**config.mk**
```make
export PLATFORM = sky130hd
export DESIGN_NAME = ovf_flag_mux
export DESIGN_NICKNAME = d
export VERILOG_FILES = /design/src/rtl/ovf_flag_pkg.sv /design/src/rtl/ovf_sticky_timer.sv /design/src/rtl/ovf_line_phase.sv /design/src/rtl/ovf_status_demux.sv /design/src/rtl/ovf_flag_mux.sv
export SDC_FILE = /design/constraint.sdc
export NUM_CORES = 1
export LEC_CHECK = 0
export BUFFER_PORTS_ARGS = -buffer_cell sky130_fd_sc_hd__buf_4
export CAP_MARGIN = 20
export CORE_MARGIN = 5
export CORE_UTILIZATION = 60
export CTS_CLUSTER_DIAMETER = 40
export DETAILED_ROUTE_END_ITERATION = 16
export PLACE_DENSITY = 0.91
export SYNTH_ARGS = -nofsm -noshare
export SYNTH_HDL_FRONTEND = slang
export SYNTH_HIERARCHICAL = 1
export SYNTH_SLANG_ARGS = --single-unit
```
**constraint.sdc**
```tcl
create_clock -name clk -period 2.2 [get_ports clk]
set_clock_uncertainty 0.05 [all_clocks]
set_input_delay 0.11 -clock clk [delete_from_list [all_inputs] [get_ports clk]]
set_output_delay 0.11 -clock clk [all_outputs]
set_load 0.02 [all_outputs]
```
**src/rtl/ovf_flag_pkg.sv**
```systemverilog
package ovf_flag_pkg;

  typedef enum logic {
    FMT_LJ  = 1'b0,
    FMT_I2S = 1'b1
  } frame_fmt_e;

  localparam int unsigned NUM_CH   = 2;
  localparam int unsigned CH_LEFT  = 0;
  localparam int unsigned CH_RIGHT = 1;
  localparam int unsigned DLY_W    = 2;

  // Channel carried on the line while LRCK sits at the given level.
  function automatic logic level_shows_right(input logic lvl, input frame_fmt_e fmt);
    return lvl ^ (fmt == FMT_LJ);
  endfunction

  // Serial-clock periods between an LRCK transition and the line update.
  function automatic logic [DLY_W-1:0] update_delay(input frame_fmt_e fmt);
    return (fmt == FMT_I2S) ? DLY_W'(2) : DLY_W'(1);
  endfunction

endpackage

```
**src/rtl/ovf_sticky_timer.sv**
```systemverilog
module ovf_sticky_timer
  import ovf_flag_pkg::*;
#(
  parameter int unsigned TIMEOUT_FRAMES = 32768
) (
  input  logic              clk,
  input  logic              rst,
  input  logic              frame_rise,
  input  logic [NUM_CH-1:0] ovr,
  output logic [NUM_CH-1:0] sticky
);

  localparam int unsigned CNT_W   = (TIMEOUT_FRAMES > 1) ? $clog2(TIMEOUT_FRAMES) : 1;
  localparam logic [CNT_W-1:0] LAST_CNT = CNT_W'(TIMEOUT_FRAMES - 1);

  logic [CNT_W-1:0] frame_cnt;
  logic             any_ovr;
  logic             any_set;
  logic             expire;

  assign any_ovr = |ovr;
  assign any_set = |sticky;
  assign expire  = frame_rise && any_set && !any_ovr && (frame_cnt == LAST_CNT);

  always_ff @(posedge clk) begin
    if (rst) begin
      frame_cnt <= '0;
    end else if (any_ovr || expire) begin
      frame_cnt <= '0;
    end else if (frame_rise && any_set) begin
      frame_cnt <= frame_cnt + CNT_W'(1);
    end
  end

  for (genvar g = 0; g < NUM_CH; g++) begin : g_chan
    always_ff @(posedge clk) begin
      if (rst) begin
        sticky[g] <= 1'b0;
      end else if (ovr[g]) begin
        sticky[g] <= 1'b1;
      end else if (expire) begin
        sticky[g] <= 1'b0;
      end
    end
  end

endmodule

```
**src/rtl/ovf_line_phase.sv**
```systemverilog
module ovf_line_phase
  import ovf_flag_pkg::*;
(
  input  logic              clk,
  input  logic              rst,
  input  logic              sclk_tick,
  input  logic              lrck,
  input  frame_fmt_e        fmt,
  input  logic [NUM_CH-1:0] sticky,
  output logic              lrck_prev,
  output logic              lrck_edge,
  output logic              lrck_rise,
  output logic              flag_q
);

  logic [DLY_W-1:0] pend;
  logic             live;
  logic             upd_now;
  logic             shown_bit;

  assign lrck_edge = lrck ^ lrck_prev;
  assign lrck_rise = lrck & ~lrck_prev;
  assign upd_now   = sclk_tick && (pend == DLY_W'(1));
  assign shown_bit = level_shows_right(lrck_prev, fmt) ? sticky[CH_RIGHT] : sticky[CH_LEFT];

  always_ff @(posedge clk) begin
    if (rst) begin
      lrck_prev <= 1'b0;
      pend      <= '0;
      live      <= 1'b0;
      flag_q    <= 1'b0;
    end else begin
      lrck_prev <= lrck;
      if (lrck_edge) begin
        pend <= update_delay(fmt);
        live <= 1'b0;
      end else begin
        if (sclk_tick && (pend != '0)) begin
          pend <= pend - DLY_W'(1);
        end
        if (upd_now) begin
          live <= 1'b1;
        end
        if (live || upd_now) begin
          flag_q <= shown_bit;
        end
      end
    end
  end

endmodule

```
**src/rtl/ovf_status_demux.sv**
```systemverilog
module ovf_status_demux
  import ovf_flag_pkg::*;
(
  input  logic              clk,
  input  logic              rst,
  input  logic              lrck_edge,
  input  logic              lrck_prev,
  input  frame_fmt_e        fmt,
  input  logic              line_val,
  output logic [NUM_CH-1:0] stat
);

  logic ending_right;

  assign ending_right = level_shows_right(lrck_prev, fmt);

  for (genvar g = 0; g < NUM_CH; g++) begin : g_lat
    localparam logic IS_RIGHT = (g == CH_RIGHT);
    always_ff @(posedge clk) begin
      if (rst) begin
        stat[g] <= 1'b0;
      end else if (lrck_edge && (ending_right == IS_RIGHT)) begin
        stat[g] <= line_val;
      end
    end
  end

endmodule

```
**src/rtl/ovf_flag_mux.sv**
```systemverilog
module ovf_flag_mux
  import ovf_flag_pkg::*;
#(
  parameter int unsigned TIMEOUT_FRAMES = 32768
) (
  input  logic clk,
  input  logic rst,
  input  logic sclk_tick_i,
  input  logic lrck_i,
  input  logic fmt_i2s_i,
  input  logic ovr_left_i,
  input  logic ovr_right_i,
  output logic flag_drive_low_o,
  output logic left_ovf_o,
  output logic right_ovf_o
);

  frame_fmt_e        fmt;
  logic [NUM_CH-1:0] ovr_vec;
  logic [NUM_CH-1:0] sticky_w;
  logic [NUM_CH-1:0] stat_w;
  logic              lrck_prev_w;
  logic              lrck_edge_w;
  logic              lrck_rise_w;
  logic              flag_w;

  assign fmt                = frame_fmt_e'(fmt_i2s_i);
  assign ovr_vec[CH_LEFT]   = ovr_left_i;
  assign ovr_vec[CH_RIGHT]  = ovr_right_i;

  ovf_sticky_timer #(
    .TIMEOUT_FRAMES(TIMEOUT_FRAMES)
  ) timer_i (
    .clk       (clk),
    .rst       (rst),
    .frame_rise(lrck_rise_w),
    .ovr       (ovr_vec),
    .sticky    (sticky_w)
  );

  ovf_line_phase phase_i (
    .clk      (clk),
    .rst      (rst),
    .sclk_tick(sclk_tick_i),
    .lrck     (lrck_i),
    .fmt      (fmt),
    .sticky   (sticky_w),
    .lrck_prev(lrck_prev_w),
    .lrck_edge(lrck_edge_w),
    .lrck_rise(lrck_rise_w),
    .flag_q   (flag_w)
  );

  ovf_status_demux demux_i (
    .clk      (clk),
    .rst      (rst),
    .lrck_edge(lrck_edge_w),
    .lrck_prev(lrck_prev_w),
    .fmt      (fmt),
    .line_val (flag_w),
    .stat     (stat_w)
  );

  assign flag_drive_low_o = flag_w;
  assign left_ovf_o       = stat_w[CH_LEFT];
  assign right_ovf_o      = stat_w[CH_RIGHT];

endmodule

```
==> results of run 1 <==
-- critical path, cell delays in order --
cell and delay (ns):
dlygate4sd3_1 0.53, buf_4 0.11, ha_1 0.18, o2111a_2 0.27
nand3_4 0.11, o21ai_2 0.47, nor2_1 0.12
-- power by group through the flow --
stage | clock (uW) | sequential [uW] | combinational, uW
6_report | 228 | 455 | 79.4
5_1_grt | 252 | 457 | 86.8
4_1_cts | 233 | 455 | 79.3
3_5_place_dp | 0 | 465 | 74.3
3_3_place_gp | 0 | 464 | 71.9
2_1_floorplan | 0 | 465 | 47.8
-- per-stage QoR --
step / instances / hold slack (ns)
floorplan: 123 / 0.1291
global placement: 156 / 0.2946
detailed placement: 156 / 0.2907
CTS: 163 / 0.008710
global route: 163 / 0.01295
finish: 163 / 0.01853
-- kinds of logic after synthesis --
family	count (synthesis)
fa+ha+maj	4
xor+xnor	16
simple gates	55
compound gates	14
mux	3
buf+inv	7
flops	24
-- routing by layer --
metal  vias to the layer above  global-route usage (%)  share of wire [%]  routed length [um]
met5                         -                       0                  0                   0
met4                         0                   5.106               0.81                  17
met3                         2                   6.197                4.9                 104
met2                        21                   31.22                 51                1081
met1                       414                   18.94                 43                 905
li1                        458                       -                  -                   -
-- final timing paths --
check | end | slack, ns | cells past startpoint
max | timer_i/frame_cnt[8]$_SDFFE_PP0P_ | 0.44 | 7
max reg2reg | timer_i/frame_cnt[8]$_SDFFE_PP0P_ | 0.45 | 6
min reg2reg | demux_i/stat[0]$_SDFFE_PP0P_ | 0.44 | 2
min | timer_i/sticky[0]$_SDFFE_PP0P_ | 0.02 | 3
-- sequential cells by signal (all words and copies together) (netlist names) --
name               cells
demux_i/stat           2
phase_i/flag_q         1
phase_i/live           1
phase_i/lrck_prev      1
phase_i/pend           2
timer_i/frame_cnt     15
timer_i/sticky         2
-- synth_stat cells, drive strengths merged --
master / instances
dfxtp: 24
nand4: 5
nand2b: 4
xnor2: 7
o2111a: 1
nor4: 3
o31ai: 1
and4b: 1
nand3b: 1
a21o: 1
ha: 4
o211ai: 2
and4: 3
nand2: 6
a21oi: 3
o21ai: 4
nor2b: 3
nor3: 5
mux2i: 3
a311oi: 1
xor2: 9
nor2: 18
nand3: 3
inv: 6
a21boi: 1
and3: 1
and2: 1
or3: 1
buf: 1
-- area by class of cell --
type                    count  area [um^2]  share of cell area, %
multi-input cells          92        621.8                  48.21
repair buffers             12        97.59                  7.565
flip-flops and latches     24        480.5                  37.25
clock buffers               4        36.28                  2.813
inverters                   6        22.52                  1.746
well taps                  25        31.28                  2.425
-- what timing repair did --
item,in CTS,in global routing
endpoints found under the setup margin,0,0
buffers inserted,0,0
hold buffers,3,0
endpoints found under the hold margin,6,0
resized for setup,0,0
==> results.md, run 1 <==
* Core Area at 1764 um^2
* IO Count at 10
* Initial core utilization at around 64%
* Pwr dens at 591.0 nW/um^2
* Clock Latency Late Sink at between 0.3 and 0.4 ns
* Sequential area share after synthesis at 42.52%
* Final WL at 2108 um
* Hold Vio Cnt, Final at 0
* Synth warn at 6
* Kind of critical path: in -> reg
* Max IR drop VDD at between 0.5 and 0.6 mV
* Highest Clock Rate at 0.5683 GHz
* Comb pwr share at 10.4%
* WP data arrival at between 1.5 and 2 ns
* Critical path origin: lrck_i
* RSZ-0062 raised after global routing: no
* Deepest clock path buffer count at 2
* First-pass GRT wire length at between 3000 and 4000 um
* Worst slew margin at between 60% and 70%
* Leakage power at 0.0004838 uW
* Crit share post-route at 79.98%
* Root buf cell: clkbuf_4
* WL per Instance at between 10 and 15 um
* Syn avg cell area at 9.186 um^2
* DR vias/cell at 5.491
* Die Wd at 53.40 um
* Synth Area in Compound Gates at between 8 and 9%
* GRT overflow at 0
* # setup viols final at 0
* Dominant combinational cell family by area after synthesis: simple AND/OR/NAND/NOR gates
* # nets final at 150
* Critical Path Fanout Max at 13
* Setup TNS at 0 ns
* Fin util at around three quarters
* Vias in the first global route at 844
* Most frequent cells in the layout: dfxtp_1, nor2_1, xor2_1, buf_4, xnor2_1
* Reg2reg start: phase_i/lrck_prev$_SDFF_PP0_
* Rows at 15
* Clk slew on worst S/H paths at 0.13 ns
* Most common cell after layout, fill and taps aside: dfxtp_1
* Xor and xnor area share after synthesis at 12.40%
* Tmin final at 1.760 ns
* Vias at 895
* All-Layer GR Usage at 17.45%
* Initial antenna violation count at 0
* Flop pwr share at 59.7%
* Mapped Nets at 134
* Critical path launch point type: primary input
* Layout cell share with drive strength beyond 1 at 13.77%
* Final-report max-slew violation count at 0
* Cell type with the largest total area after synthesis: dfxtp_1
* RD Place Congestion at 0.8335
* TritonRoute pass-1 iters at 4
* Clk network pwr share at 29.9%
* Die Area at 2851 um^2
* Maximum Capacitance Violations at 0
* Distinct cell type count after synthesis at 33
* Fin worst setup slack at 0.4404 ns
* Hold Crit Start: ovr_left_i
* CTS buffer count at 3
* Psw at approximately 180 uW
* Status: finished clean
* Dpl ws at 0.4813 ns
* Die height at 53.40 um
* Critical path endpoint category: flip-flop
* Post-Syn Area at 1130 um^2
* Top post-synthesis cells by area: dfxtp_1, xor2_1, nor2_1
* Diode count at 0
* Worst-Margin Slew at about 0.52 ns
* Synth Area in Simple Gates at 26.91%
* Port buffer count at 9
* Synth top area share at 42.52%
* Fillers at 146
* Largest net degree at the start of global routing at 14
* Sink Count at 24
* Post-route cell area at 1290 um^2
* Overall Power at 762.4 uW
* Worst EP required at 2.35 ns
* Cell Int Power at between 500 and 600 uW
* Adder-cell share of the synthesized area at approximately 4.4%
* Multiplexer share of the synthesized area at 2.658%
* Post-route antenna net violation count at 0
* CTS H-Tree Depth at 1
* Worst hold path class: in -> reg
* Synth Instances at between 100 and 150
* # DRC at 0
* CTS tree: yes
* #FFs+latches synth at 24
* Placed cell areas at 1224 um^2
* Initial DRC Count at 21
* DP Wirelength at 1544 um
* Switching share of power at 23.18%
* Synth-to-layout area growth at 14.18%
(Power assumes the default switching activity.)
==> run 2, diff against run 1 <==
CORE_UTILIZATION = 56   (was 60)
PLACE_DENSITY = 0.87   (was 0.91)
clock period = 1.8 ns   (was 2.2 ns; I/O delays follow)
==> run 2 against run 1 <==
Against the previous run: cell count grew 2.5%; die area grew 5.8%; largest power group unchanged; worst hold slack gained 0.023 ns; critical path type is now reg -> reg; sequential power grew 22%; sequential share of layout area shrank 0.57 points; critical path depth shrank 1; global-route usage shrank 1.2 points; highest routed layer unchanged; cell area grew 1.6%; worst setup slack lost 0.31 ns; combinational power grew 30%.
==> results.md, run 2 (synthesized netlist as in run 1, its figures left out) <==
* Critical path launch point type: flip-flop
* Hold Vio Cnt, Final at 0
* Sink Count at 24
* DR vias/cell at 5.323
* Worst-Margin Slew at 0.4652 ns
* Die Wd at 54.92 um
* First-pass GRT wire length at around 3500 um
* WL per Instance at 12.43 um
* Vias in the first global route at 886
* Clk network pwr share at 29.4%
* Deepest clock path buffer count at 2
* Worst EP required at 1.94 ns
* Clk slew on worst S/H paths at 0.12 ns
* Die Area at ~3000 um^2
* Synth-to-layout area growth at 15.95%
* RD Place Congestion at between 0.7 and 0.8
* Diode count at 0
* Clock Latency Late Sink at roughly 0.31 ns
* Biggest register: timer_i/frame_cnt
* Cell Int Power at 718.8 uW
* # DRC at 0
* Postcts setup bufs at 0
* Flop pwr share at 59.6%
* RSZ-0062 raised after global routing: no
* Highest Clock Rate at 0.5999 GHz
* Die height at approximately 55 um
* Leakage power at 0.0004923 uW
* Psw at approximately 210 uW
* CTS H-Tree Depth at 1
* Post-route antenna net violation count at 0
* Critical Path Fanout Max at 5
* Layout cell share with drive strength beyond 1 at ~14%
* Pwr dens at just over 700 nW/um^2
* # setup viols final at 0
* # nets final at approximately 150
* CTS tree: yes
* Worst Hold Slack at between 0.04 and 0.05 ns
* Critical path endpoint category: flip-flop
* Rows at 16
* CTS buffer count at 3
* Setup TNS at 0 ns
* Vias at 889
* Crit share post-route at just over 90%
* GRT overflow at 0
* Fillers at 158
* Largest net degree at the start of global routing at 14
* Initial DRC Count at 14
* TritonRoute pass-1 iters at 4
* Maximum Capacitance Violations at 0
* Max IR drop VDD at 0.4927 mV
* Tmin final at 1.667 ns
* IO Count at 10
* Final WL at 2076 um
* Initial core utilization at approximately three fifths
* Status: finished clean
* Worst slew margin at 68.66%
* Comb pwr share at 11.0%
* Most common cell after layout, fill and taps aside: dfxtp_1
* WP data arrival at roughly 1.8 ns
* Worst hold path class: in -> reg
* Port buffer count at 9
* Kind of critical path: reg -> reg
* Most frequent cells in the layout: dfxtp_1, nor2_1, buf_4, xor2_1, xnor2_1
* All-Layer GR Usage at 16.22%
* Core Area at 1942 um^2
* Final-report max-slew violation count at 0
* Root buf cell: clkbuf_4
* Number of flip-flops in the largest register at 15
* Initial antenna violation count at 0
* DP Wirelength at 1484 um
* Switching share of power at 22.96%
## run 2: final timing paths
check / startpoint / end / slack [ns] / cells after the start
worst max-delay path: phase_i/lrck_prev$_SDFF_PP0_ / timer_i/sticky[0]$_SDFFE_PP0P_ / 0.13 / 6
worst min-delay path: ovr_left_i / timer_i/sticky[0]$_SDFFE_PP0P_ / 0.04 / 3
worst max register to register: phase_i/lrck_prev$_SDFF_PP0_ / timer_i/sticky[0]$_SDFFE_PP0P_ / 0.13 / 6
worst min register to register: demux_i/stat[0]$_SDFFE_PP0P_ / demux_i/stat[0]$_SDFFE_PP0P_ / 0.45 / 2
## run 2: per-layer routing
metal,up-vias,track usage (%),share of wire [%]
li1,460,-,-
met1,414,16.67,44
met2,10,30.91,50
met3,5,2.413,3.2
met4,0,8.907,2.1
met5,-,0,0
## run 2: cell type report
| cell class | instances | area [um^2] | share of cell area [%] |
|---|---|---|---|
| Tap cell | 27 | 33.78 | 2.579 |
| Multi-Input combinational cell | 92 | 621.8 | 47.47 |
| Inverter | 6 | 22.52 | 1.719 |
| Sequential cell | 24 | 480.5 | 36.68 |
| Timing Repair Buffer | 14 | 115.1 | 8.787 |
| Clock buffer | 4 | 36.28 | 2.770 |
## run 2: through the flow
step | utilization, % | total power, uW | cells | instance area (um^2) | setup WS [ns]
floorplan | - | 626.6 | 123 | 1130 | 0.3166
global placement | 63.53 | 655.3 | 159 | 1234 | 0.2767
detailed placement | 63.53 | 663.0 | 159 | 1234 | 0.1889
CTS | 67.46 | 949.0 | 167 | 1310 | 0.1637
global route | 67.46 | 974.4 | 167 | 1310 | 0.01905
finish | 67.46 | 933.0 | 167 | 1310 | 0.1329
## run 2: timing repair
action | 4_1_cts | 5_1_grt
gates resized for setup | 0 | 0
setup endpoints to repair | 0 | 0
hold endpoints to repair | 6 | 0
hold buffers | 4 | 0
## run 2: power groups by stage
stage	combinational [uW]	clock, uW	sequential (uW)
2_1_floorplan	58.4	0	568
3_3_place_gp	88.1	0	567
3_5_place_dp	95.1	0	568
4_1_cts	103	290	556
5_1_grt	112	305	557
6_report	103	274	556
## run 2: worst max-delay path, stage by stage, from the launching register on
cell and delay, ns:
dfxtp_1 0.35, inv_1 0.06, ha_1 0.18, o2111a_2 0.28, nand3_4 0.11, nor4_1 0.40
nor3_1 0.12
==> run 3, diff against run 2 <==
BUFFER_PORTS_ARGS = default   (was -buffer_cell sky130_fd_sc_hd__buf_4)
CORE_UTILIZATION = 60   (was 56)
DONT_BUFFER_PORTS = 1   (was default)
==> run 3 against run 2 <==
Against the previous run: largest power group unchanged; die area shrank 5.5%; via count grew 3.7%; largest cell class unchanged; sequential share of layout area grew 1.7 points; first-iteration DRC count shrank 14%.
==> results.md, run 3 (synthesized netlist as in run 1, its figures left out) <==
* Status: finished clean
* Tmin final at 1.666 ns
* DP Wirelength at 1498 um
* Cell Int Power at 664.4 uW
* # setup viols final at 0
* TritonRoute pass-1 iters at 4
* Postcts setup bufs at 0
* Final WL at 2236 um
* All-Layer GR Usage at between 10% and 20%
* Critical path endpoint category: flip-flop
* Psw at 204.8 uW
* Kind of critical path: reg -> reg
* Vias at slightly above 900
* Worst Hold Slack at 0.05534 ns
* Highest Clock Rate at 0.6001 GHz
* Max IR drop VDD at about 0.6 mV
* CTS tree: yes
* Vias in the first global route at 912
* Die Wd at 53.40 um
* Post-route antenna net violation count at 0
* Initial DRC Count at 12
* Synth-to-layout area growth at 10.85%
* Initial antenna violation count at 0
* Maximum Capacitance Violations at 0
* Die Area at 2851 um^2
* Rows at 15
* Cells on worst reg2reg path at 5
* Worst-Margin Slew at 0.4599 ns
* Fillers at 151
* Number of flip-flops in the largest register at 15
* Worst slew margin at 69.02%
* # DRC at 0
* # nets final at 145
* WP data arrival at 1.86 ns
* Most frequent cells in the layout: dfxtp_1, nor2_1, xor2_1, xnor2_1
* Clock Latency Late Sink at 0.31 ns
* Critical path launch point type: flip-flop
* RSZ-0062 raised after global routing: no
* CTS H-Tree Depth at 1
* IO Count at 10
* Root buf cell: clkbuf_4
* Largest net degree at the start of global routing at 14
* Switching share of power at 23.57%
* Final-report max-slew violation count at 0
* Die height at 53.40 um
* Leakage power at approximately 0.00045 uW
* Flop pwr share at 64.4%
* Sink Count at 24
* Diode count at 0
* Hold depth at 3
* Deepest clock path buffer count at 2
* Initial core utilization at about 64%
* Layout cell share with drive strength beyond 1 at 8.333%
* Multi-input gate area at 628.1 um^2
* Crit share post-route at 92.57%
* Critical Path Fanout Max at 5
* GRT overflow at 0
* Most common cell after layout, fill and taps aside: dfxtp_1
* Hold Vio Cnt, Final at 0
* Pwr dens at 694.0 nW/um^2
* Core Area at 1764 um^2
* Worst EP required at 2.00 ns
* CTS buffer count at 3
* Comb pwr share at 10.0%
* First-pass GRT wire length at 3615 um
* Clk slew on worst S/H paths at 0.12 ns
* Clk network pwr share at 25.7%
* WL per Instance at 14.24 um
* Setup TNS at 0 ns
* Register area at approximately 480 um^2
* Worst hold path class: in -> reg
* Port buffer count at 0
* DR vias/cell at ~6
* Biggest register: timer_i/frame_cnt
* RD Place Congestion at 0.8149
## run 3: cell count changes in the layout (fill, tap and decap cells not counted)
cell and delta:
buf_4 -9, dlygate4sd3_1 +2, clkbuf_8 -1, nor4_1 -1
nor4_2 +1
## run 3: power groups by stage
stage	registers (uW)	logic, uW	clock network [uW]
3_5_place_dp	572	69.5	0
6_report	560	86.6	223
3_3_place_gp	570	65.7	0
2_1_floorplan	568	58.4	0
5_1_grt	562	97.6	258
4_1_cts	560	86.2	232
## run 3: through the flow
step	std cells	total power (uW)	area (um^2)	util [%]	setup WS [ns]
after floorplan	123	626.6	1130	-	0.3166
after global placement	148	636.1	1164	65.96	0.2565
after detailed placement	148	641.1	1164	65.96	0.1240
after CTS	157	877.5	1246	70.64	0.09191
after global routing	157	917.7	1252	70.99	0.04385
final	157	869.2	1252	70.99	0.1337
## run 3: final cells by class
type / instances / area share, %
Multi-Input combinational cell: 92 / 50.15
Inverter: 6 / 1.798
Timing Repair Buffer: 7 / 5.395
Tap cell: 25 / 2.498
Sequential cell: 24 / 38.36
Clock buffer: 3 / 1.798
## run 3: path summary, 6_finish.rpt
path / start / to / slack, ns
setup / recovery: timer_i/frame_cnt[0]$_SDFFE_PP0P_ / timer_i/frame_cnt[14]$_SDFFE_PP0P_ / 0.13
setup reg to reg: timer_i/frame_cnt[0]$_SDFFE_PP0P_ / timer_i/frame_cnt[14]$_SDFFE_PP0P_ / 0.13
hold / removal: fmt_i2s_i / phase_i/flag_q$_SDFFE_PP0P_ / 0.06
hold reg to reg: timer_i/frame_cnt[14]$_SDFFE_PP0P_ / timer_i/frame_cnt[14]$_SDFFE_PP0P_ / 0.47
## run 3: routing by layer
| layer | vias to the layer above | track usage (%) | part of all wire [%] |
|---|---|---|---|
| met5 | - | 0 | 0 |
| li1 | 447 | - | - |
| met1 | 448 | 15.41 | 41 |
| met2 | 23 | 35.31 | 54 |
| met4 | 0 | 5.532 | 1.3 |
| met3 | 4 | 5.352 | 4.5 |
## run 3: what timing repair did
action / in CTS / in global routing
endpoints found under the hold margin: 11 / 0
resized for setup: 0 / 1
hold buffers: 6 / 0
setup endpoints to repair: 0 / 2
## run 3: critical path, cell delays in order, from the launching register on
cell	delay, ns
dfxtp_1	0.41
ha_1	0.20
o2111a_2	0.29
nand3_4	0.13
or3_1	0.38
a21boi_1	0.15
